### src/rtl/pt_pkg.sv
package pt_pkg;
    parameter int PT_DW = 32;

    typedef enum logic [1:0] {
        ST_IDLE = 2'd0,
        ST_ADDR = 2'd1,
        ST_DATA = 2'd2
    } pt_state_e;

    typedef struct packed {
        logic [1:0]       region;
        logic [3:0]       be_n;
        logic [PT_DW-1:0] addr;
        logic [PT_DW-1:0] data;
    } pt_entry_s;
endpackage

### src/rtl/pt_wait_ctr.sv
module pt_wait_ctr #(
    parameter int WCW = 2
) (
    input  logic           clk,
    input  logic           rst_n,
    input  logic           clr_i,
    input  logic [WCW-1:0] cfg_i,
    output logic           ready_o
);
    typedef struct packed {
        logic [WCW-1:0] cnt;
    } wt_s;

    wt_s cur_q, nxt_d;

    always_comb begin
        nxt_d = cur_q;
        if (clr_i)
            nxt_d.cnt = '0;
        else if (cur_q.cnt < cfg_i)
            nxt_d.cnt = cur_q.cnt + 1'b1;
    end

    always_ff @(posedge clk or negedge rst_n) begin
        if (!rst_n) cur_q <= '0;
        else        cur_q <= nxt_d;
    end

    assign ready_o = (cur_q.cnt >= cfg_i);

    // a fresh phase never starts ready unless no wait states are set
    p_wait_first_r5: assert property (@(posedge clk) disable iff (!rst_n)
        clr_i |=> (cfg_i == '0) || !ready_o);
endmodule

### src/rtl/pt_cap_buf.sv
module pt_cap_buf import pt_pkg::*; #(
    parameter int DEPTH = 16,
    localparam int IW = $clog2(DEPTH)
) (
    input  logic      clk,
    input  logic      rst_n,
    input  logic      we_i,
    input  pt_entry_s ent_i,
    input  logic [IW-1:0] rb_idx_i,
    output pt_entry_s rb_o
);
    typedef struct packed {
        logic [IW-1:0] ptr;
    } bp_s;

    bp_s ptr_q, ptr_d;
    pt_entry_s slots [DEPTH];

    always_comb begin
        ptr_d = ptr_q;
        if (we_i) ptr_d.ptr = ptr_q.ptr + 1'b1;
    end

    always_ff @(posedge clk or negedge rst_n) begin
        if (!rst_n) ptr_q <= '0;
        else        ptr_q <= ptr_d;
    end

    for (genvar g = 0; g < DEPTH; g++) begin : g_slot
        pt_entry_s slot_d, slot_q;
        always_comb begin
            slot_d = slot_q;
            if (we_i && ptr_q.ptr == IW'(g)) slot_d = ent_i;
        end
        always_ff @(posedge clk or negedge rst_n) begin
            if (!rst_n) slot_q <= '0;
            else        slot_q <= slot_d;
        end
        assign slots[g] = slot_q;
    end

    assign rb_o = slots[rb_idx_i];
endmodule

### src/rtl/pt_local_agent.sv
module pt_local_agent import pt_pkg::*; #(
    parameter int          DEPTH    = 16,
    parameter int          WCW      = 2,
    parameter logic [7:0]  DATA_OFS = 8'h2C,
    localparam int         IW       = $clog2(DEPTH),
    localparam int         DW       = PT_DW
) (
    input  logic          clk,
    input  logic          rst_n,
    input  logic          att_n_i,
    input  logic          burst_n_i,
    input  logic          wr_st_i,
    input  logic [1:0]    region_i,
    input  logic [3:0]    be_n_i,
    input  logic [WCW-1:0] wait_cfg_i,
    input  logic [DW-1:0] din_i,
    output logic          adr_n_o,
    output logic          sel_n_o,
    output logic          rd_n_o,
    output logic          wr_n_o,
    output logic [3:0]    lbe_n_o,
    output logic [7:0]    ofs_o,
    output logic [DW-1:0] dout_o,
    output logic          rdy_n_o,
    input  logic [IW-1:0] rb_idx_i,
    output logic [DW-1:0] rb_addr_o,
    output logic [DW-1:0] rb_data_o,
    output logic [1:0]    rb_region_o,
    output logic [3:0]    rb_be_n_o
);
    typedef struct packed {
        pt_state_e     st;
        logic [1:0]    region;
        logic          wr;
        logic [3:0]    be_n;
        logic [DW-1:0] addr;
    } ag_s;

    ag_s       cur_q, nxt_d;
    logic      phase_done;
    logic      wt_ready;
    logic      wt_clr;
    pt_entry_s ent;
    pt_entry_s rb_ent;

    always_comb begin
        nxt_d      = cur_q;
        phase_done = 1'b0;
        unique case (cur_q.st)
            ST_IDLE: begin
                if (!att_n_i) begin
                    nxt_d.region = region_i;
                    nxt_d.wr     = wr_st_i;
                    nxt_d.be_n   = be_n_i;
                    nxt_d.st     = ST_ADDR;
                end
            end
            ST_ADDR: begin
                nxt_d.addr = din_i;
                nxt_d.st   = ST_DATA;
            end
            ST_DATA: begin
                if (!att_n_i && wt_ready) begin
                    phase_done = 1'b1;
                    nxt_d.addr = cur_q.addr + DW'(4);
                end else if (att_n_i && burst_n_i) begin
                    nxt_d.st = ST_IDLE;
                end
            end
            default: nxt_d.st = ST_IDLE;
        endcase
    end

    always_ff @(posedge clk or negedge rst_n) begin
        if (!rst_n) cur_q <= '{st: ST_IDLE, default: '0};
        else        cur_q <= nxt_d;
    end

    assign wt_clr = (cur_q.st != ST_DATA) || phase_done;

    pt_wait_ctr #(.WCW(WCW)) u_wait (
        .clk     (clk),
        .rst_n   (rst_n),
        .clr_i   (wt_clr),
        .cfg_i   (wait_cfg_i),
        .ready_o (wt_ready)
    );

    always_comb begin
        ent.region = cur_q.region;
        ent.be_n   = cur_q.be_n;
        ent.addr   = cur_q.addr;
        ent.data   = cur_q.wr ? din_i : cur_q.addr;
    end

    pt_cap_buf #(.DEPTH(DEPTH)) u_buf (
        .clk      (clk),
        .rst_n    (rst_n),
        .we_i     (phase_done),
        .ent_i    (ent),
        .rb_idx_i (rb_idx_i),
        .rb_o     (rb_ent)
    );

    always_comb begin
        adr_n_o = !(cur_q.st == ST_ADDR);
        sel_n_o = (cur_q.st == ST_IDLE);
        lbe_n_o = (cur_q.st == ST_IDLE) ? 4'hF : 4'h0;
        ofs_o   = (cur_q.st == ST_IDLE) ? 8'h00 : DATA_OFS;
        rd_n_o  = !((cur_q.st == ST_DATA) && cur_q.wr);
        wr_n_o  = !((cur_q.st == ST_DATA) && !cur_q.wr);
        dout_o  = wr_n_o ? '0 : cur_q.addr;
        rdy_n_o = !((cur_q.st == ST_DATA) && wt_ready);
    end

    assign rb_addr_o   = rb_ent.addr;
    assign rb_data_o   = rb_ent.data;
    assign rb_region_o = rb_ent.region;
    assign rb_be_n_o   = rb_ent.be_n;

    // the address read lasts one clock and is followed by data-register access
    p_addr_then_data_r2: assert property (@(posedge clk) disable iff (!rst_n)
        !adr_n_o |=> adr_n_o && !sel_n_o);

    // whenever select is low, the offset points at the data register
    p_sel_offset_r2: assert property (@(posedge clk) disable iff (!rst_n)
        !sel_n_o |-> (ofs_o == DATA_OFS) && (lbe_n_o == 4'h0));

    // at most one strobe is active
    p_one_strobe_r4: assert property (@(posedge clk) disable iff (!rst_n)
        $countones({!adr_n_o, !rd_n_o, !wr_n_o}) <= 1);

    // an edge without attention leaves the local address alone
    p_stall_hold_r7: assert property (@(posedge clk) disable iff (!rst_n)
        (cur_q.st == ST_DATA && att_n_i) |=> $stable(cur_q.addr));

    // attention and burst both high in the data state end the access
    p_access_end_r8: assert property (@(posedge clk) disable iff (!rst_n)
        (!rd_n_o || !wr_n_o) && att_n_i && burst_n_i |=> sel_n_o && rdy_n_o);
endmodule

### config.mk
export PLATFORM = sky130hd
export DESIGN_NAME = pt_local_agent
export DESIGN_NICKNAME = d
export VERILOG_FILES = /design/src/rtl/pt_pkg.sv /design/src/rtl/pt_wait_ctr.sv /design/src/rtl/pt_cap_buf.sv /design/src/rtl/pt_local_agent.sv
export SDC_FILE = /design/constraint.sdc
export NUM_CORES = 2
export LEC_CHECK = 0
export BUFFER_PORTS_ARGS = -buffer_cell sky130_fd_sc_hd__buf_2
export CAP_MARGIN = 20
export CELL_PAD_IN_SITES_DETAIL_PLACEMENT = 0
export CELL_PAD_IN_SITES_GLOBAL_PLACEMENT = 2
export CORE_ASPECT_RATIO = 1.25
export CORE_MARGIN = 8
export CORE_UTILIZATION = 40
export CTS_CLUSTER_SIZE = 16
export DETAILED_ROUTE_END_ITERATION = 7
export GPL_TIMING_DRIVEN = 0
export PLACE_DENSITY_LB_ADDON = 0.08
export SETUP_SLACK_MARGIN = 0.05
export SKIP_LAST_GASP = 1
export SLEW_MARGIN = 20
export SYNTH_ARGS = -nofsm -noshare
export SYNTH_HDL_FRONTEND = slang
export SYNTH_SLANG_ARGS = --single-unit
### constraint.sdc
create_clock -name clk -period 3.2 [get_ports clk]
set_input_delay 0.16 -clock clk [delete_from_list [all_inputs] [get_ports clk]]
set_output_delay 0.16 -clock clk [all_outputs]
set_load 0.02 [all_outputs]
### After elaboration in Yosys (flattened, before gate mapping)

Cells that the tools add are included.

| storage, ports and cells | value |
|---|---|
| output and inout port bits | 119 |
| input port bits | 49 |
| flip-flop bits (word level) | 1,167 |
| word-level logic and storage cells | 153 |

| cells by class | value |
|---|---|
| reductions and logical operators | 35 |
| mux-type cells | 17 |
| equality and inequality tests | 22 |
| order comparisons | 3 |
| bitwise operators | 2 |
| $add $sub $neg | 3 |

Operators with widths:

| cell | number |
|---|---|
| $bmux W70 S4 | 1 |
| $mux W70 | 2 |
| $mux W32 | 3 |
| $pmux W32 S2 | 1 |
| $add A32 B3 Y32 const B | 1 |
| $eq A4 B4 Y1 const B | 8 |
| $logic_and A1 B1 Y1 | 21 |
| $eq A4 B3 Y1 const B | 4 |
| $ne A2 B2 Y1 const B | 5 |
| $mux W9 | 1 |
| $eq A4 B2 Y1 const B | 2 |
| $mux W2 | 4 |
| $logic_not A1 Y1 | 6 |
| $mux W6 | 1 |
| $pmux W2 S3 | 1 |
| $ge A5 B5 Y1 const B | 1 |
| $not A4 Y5 | 1 |
| $add A4 B1 Y4 const B | 1 |
| $eq A4 B1 Y1 const B | 1 |
| $logic_not A4 Y1 | 1 |
| $mux W4 | 1 |
| $reduce_and A2 Y1 | 2 |
| $reduce_bool A2 Y1 | 2 |
| $reduce_and A3 Y1 | 1 |
| other kinds (9) | 10 |

### Depth between registers and ports, before layout

| logic depth | value |
|---|---|
| depth in word-level cells | 6 |
| depth in mapped cells | 10 |

### Modules after synthesis

Synthesis repeated with hierarchy kept, for this count alone.

| unflattened totals | value |
|---|---|
| cells, all modules | 3,433 |
| area total of the unflattened synthesis | 53,236.1 um^2 |

Modules (own cells, without submodules):

| module | seq. area each (um^2) | instances | cells an instance | area an instance (um^2) |
|---|---|---|---|---|
| pt_cap_buf | 28,127.0 | 1 | 3,056 | 50,115.6 |
| pt_local_agent | 1,026.0 | 1 | 361 | 2,965.3 |
| pt_wait_ctr | 50.0 | 1 | 16 | 155.1 |

### Least setup slack after synthesis

Ideal clock, no wire load.

| timing | value |
|---|---|
| path type | register to register |
| start point | reg u_wait.cur_q[0] (netlist name) |
| end point | reg u_buf.g_slot[13].slot_q[50] (netlist name) |
| cell stages (with the launch flop) | 10 |
| period minus slack after synthesis | 2,277 ps |
| path buffers | 3 |
| arrival | 2,152 ps |
| path slack | 923 ps |
| cells stage by stage | dfrtp_1 > inv_1 > ha_1 > nand2b_1 > a21oi_2 > buf_2 > nor4b_2 > buf_2 > buf_2 > mux2_2 |

| on the way | value |
|---|---|
| longest elaborated chain between the ends | 5 |

Ends and longest elaborated chain:

| what | RTL line | source |
|---|---|---|
| start, declared | pt_wait_ctr.sv:14 | `wt_s cur_q, nxt_d;` |
| start signal, assigned | pt_wait_ctr.sv:26 | `else cur_q <= nxt_d;` |
| $ge A2 B2 Y1 | pt_wait_ctr.sv:29 | `assign ready_o = (cur_q.cnt >= cfg_i);` |
| $logic_and A1 B1 Y1 | pt_local_agent.sv:63 | `if (!att_n_i && wt_ready) begin` |
| $mux W1 | pt_local_agent.sv:63 |  |
| $mux W1 | pt_local_agent.sv:49 | `unique case (cur_q.st)` |
| $logic_and A1 B1 Y1 | pt_cap_buf.sv:33 | `if (we_i && ptr_q.ptr == IW'(g)) slot_d = ent_i;` |
| end signal, assigned | pt_cap_buf.sv:37 | `else slot_q <= slot_d;` |
| end, declared | pt_cap_buf.sv:30 | `pt_entry_s slot_d, slot_q;` |

No other way between the ends.
A chain may end at the register's enable or synchronous reset.

### Worst setup path after layout

| timing | value |
|---|---|
| start point | in rb_idx_i[1] |
| end point | out rb_data_o[31] |

| on the way | value |
|---|---|
| longest elaborated chain between the ends | 4 |

Ends and longest elaborated chain:

| what | RTL line | source |
|---|---|---|
| start, declared | pt_local_agent.sv:25 | `input logic [IW-1:0] rb_idx_i,` |
| $not A4 Y5 (implied by the code) | pt_cap_buf.sv:42 | `assign rb_o = slots[rb_idx_i];` |
| $bmux W70 S4 | pt_cap_buf.sv:42 |  |
| $mux W70 (implied by the code) (2 in a row) | pt_cap_buf.sv:42 |  |
| end, declared | pt_local_agent.sv:27 | `output logic [DW-1:0] rb_data_o,` |

No other way between the ends. The select of a mux whose other input is x is not followed.

==> results.toml <==
[die]
io-pin-count = 168
die_h_um = 422
num_rows = 149
dieArea_um2 = 144000
die_w_um = 341
coreArea_um2 = 131000
initial_core_util = 0.401

[clock_network]
htreeDepth = 4
clkTransAtPathRegs_ps = 60
cts_buffers = 133
cts_tree = "done"
insertion_delay_ps = 770
ctsRootBufferMaster = "clkbuf_16"
clock-sinks = 1167
ctsLongestPathBuffers = 3

[critical_path]
crit_end = "rb_data_o[31]"
r2r-end = "u_buf.g_slot[9].slot_q[13]"
critPathMaxFanout = 10
path_class = "input port to output pin"
critical_path.max_stage_delay_ps = 630
arrival_ps = 3040
reg2reg_depth = 5
critPathCaptureType = "output pin"
crit_chain = "clkbuf_2 > clkbuf_2 > clkbuf_2 > mux4_2 > mux4_2 > buf_2"
critical_path.slowest_cell = "clkbuf_2"
r2r-start = "cur_q[36]"
worstSetupStartpointType = "input port"
crit_required_ps = 3040
crit_top_cell = "clkbuf_2"
reg2reg_slack_ps = 80
cp-startpoint = "rb_idx_i[1]"

[sta]
final_max_slew_viol_count = 0
setup_viol = 0
holdWs_ps = 30.6
rsz0062_at_grt = "true"
tightest_slew_ps = 1260
fin_crit_ps = 3200
hold_viol = 0
max_freq_ghz = 0.313
maxSlewHeadroom = 0.138
fin_skew_ps = 24.2
fin_ws_ps = 3.35
finalCritPeriodShare = 0.999

[place]
io_buffers = 158
place_hpwl_mm = 131
gp_congestion = 0.862
place_ws_ps = -568
placed_cell_area_um2 = 56000

[synthesis]
netlist_instances = 3973
synth_edf_count = 0
synth_warnings = 0
synth_top_flop_cell = "dfrtp_1"
synth.area.top_cells = "dfrtp_1, mux4_2, mux2_2, o21ai_0, nand2_1"
syn_area_per_cell_um2 = 13.3
async_reset_ff_frac = 1.00
ys_seq_area_frac = 0.554
netlist_area_um2 = 52700
synth_top_area_frac = 0.554
synth_cell_types = 54
ys_ff_latch = 1167
synth_top_area_cell = "dfrtp_1"

[power_and_ir_drop]
intPower_mw = 33.4
pwr-share-comb = 0.267
sw_frac_of_total = 0.330
p_seq_frac = 0.414
power.share.clock = 0.319
power.density_nw_per_um2 = 812
p_sw_mw = 16.5
ir_drop_mv = 0.381
total_leakage_power_nw = 28.7

[global_route]
grt_pass1_wl_mm = 272
antenna_found_initial = 8
grt.total_usage = 0.257
grt_pass1_vias = 37192
grt_max_degree = 132
grt_overflow = 0

[run]
max-cap-violations = 0

[drt]
via_per_inst = 5.66
wl_met1_mm = 77.0
wl_per_cell_um = 29.8
firstDrtPassIters = 6
wl_met3_mm = 8.04
drcViolationCount = 0
drt_iter0_drc = 2458
highest_layer = "met4"
ant_nets = 0
dr_wl_met2_mm = 93.3
vias = 35097
wl_mm = 185

[layout]
finish.instance_area_um2 = 61400
area_delta_synth_final_pct = 16.6
nNetsFinal = 4415
n_fill_cell = 12136
final_cell_mix = "dfrtp_1, nand2_1, o21ai_0, mux2_2, mux4_2"
final_common_cell = "dfrtp_1"
drive_gt1_frac = 0.341

[worst_hold_path]
hp-class = "input port to async pin"

[outcome]
status = "finished clean"
## cells in the mapped netlist (3+ instances only)
cell      count
nor2b_1      11
buf_1        11
mux2i_1      37
a31oi_1       9
ha_1          7
nand4b_1      3
nor2_1      155
a211oi_1      6
a21oi_1     155
nand2_1     499
or3_1         4
and2_1       27
o21ai_0     453
mux4_2      350
o22ai_1       5
clkbuf_1    260
a22oi_1       5
inv_1        14
nand4_1      14
dfrtp_1    1167
buf_2        99
o21ai_1      21
xnor2_1       6
and3_1        8
a21o_1        5
nor3_1        5
buf_4        11
o31ai_1       7
mux2_4       96
or4_1         7
nand3_1      16
buf_6        17
mux2_2      447
nand2b_1      4
nor4b_2       4
## how the worst min path moves through the flow
| stage | to | depth (start not counted) | slack, ps | from |
|---|---|---|---|---|
| 6_report | u_buf.g_slot[14].slot_q[5] | 3 | 30 | rst_n |
| 5_1_grt | u_buf.g_slot[14].slot_q[5] | 3 | 50 | rst_n |
| 4_1_cts | u_buf.g_slot[14].slot_q[5] | 3 | 10 | rst_n |
| 3_5_place_dp | u_buf.g_slot[14].slot_q[5] | 1 | 70 | rst_n |
| 3_3_place_gp | cur_q[1] | 3 | 380 | din_i[1] |
| 2_1_floorplan | cur_q[0] | 0 | -140 | rst_n |
## stage by stage
stage               utilization  power [mW]  setup TNS, ps  instances
finish                    0.468        49.9              0       6206
global placement          0.424        33.7              -       5871
detailed placement        0.426        34.0        -111330       5882
global route              0.467        52.4           -251       6201
floorplan                     -        28.8              0       3977
CTS                       0.467        50.2              0       6201
## routing by layer
layer,GRT usage,vias up
met5,0,-
met4,0.0906,0
met3,0.0389,305
met2,0.440,867
met1,0.334,18867
li1,-,15058
## worst max-delay path: cells and delay by family
kind                   cells  cell delay (ps)
buffers and inverters      4             1820
muxes                      2             1010
## flip-flops by register name, indices dropped and copies added, names as in the netlist
| name | flops |
|---|---|
| cur_q | 41 |
| u_buf.g_slot.slot_q | 1120 |
| u_buf.ptr_q | 4 |
| u_wait.cur_q | 2 |
## cell type report
type | instances | area, µm² | share of cell area
sequential | 1167 | 29200 | 0.475
buffer | 398 | 1910 | 0.0311
multi-input combinational | 2397 | 21700 | 0.354
tap | 1736 | 2170 | 0.0353
inverter | 15 | 60.1 | 0.000977
clock buffer | 198 | 3980 | 0.0648
antenna | 5 | 12.5 | 0.000204
timing repair buffer | 247 | 1820 | 0.0296
clock inverter | 43 | 541 | 0.00880
## power groups by stage
stage          sequential, mW  clock, mW  combinational, mW
2_1_floorplan            20.1          0               8.71
3_3_place_gp             20.8          0               12.9
3_5_place_dp             20.9          0               13.2
4_1_cts                  20.6       16.2               13.3
5_1_grt                  21.1       16.8               14.5
6_report                 20.7       15.9               13.3
## cells by family (layout without fill, tap and decap cells)
kind of cell | count (synthesis) | count (layout) | share of synthesized area
compound gates | 682 | 682 | 0.0674
other cells | 1 | 10 | 0.0000712
simple gates | 766 | 766 | 0.0610
fa+ha+maj | 7 | 7 | 0.00166
xor+xnor | 7 | 7 | 0.00116
mux | 930 | 930 | 0.280
flops | 1167 | 1167 | 0.554
buf+inv | 413 | 901 | 0.0350
## timing repair
item / in CTS / in global routing
endpoints found under the hold margin: 424 / 0
resized for setup: 53 / 37
pin swaps: 9 / 0
endpoints found under the setup margin: 610 / 178
setup buffers: 34 / 0
hold buffers: 44 / 0
(Power assumes the default switching activity.)
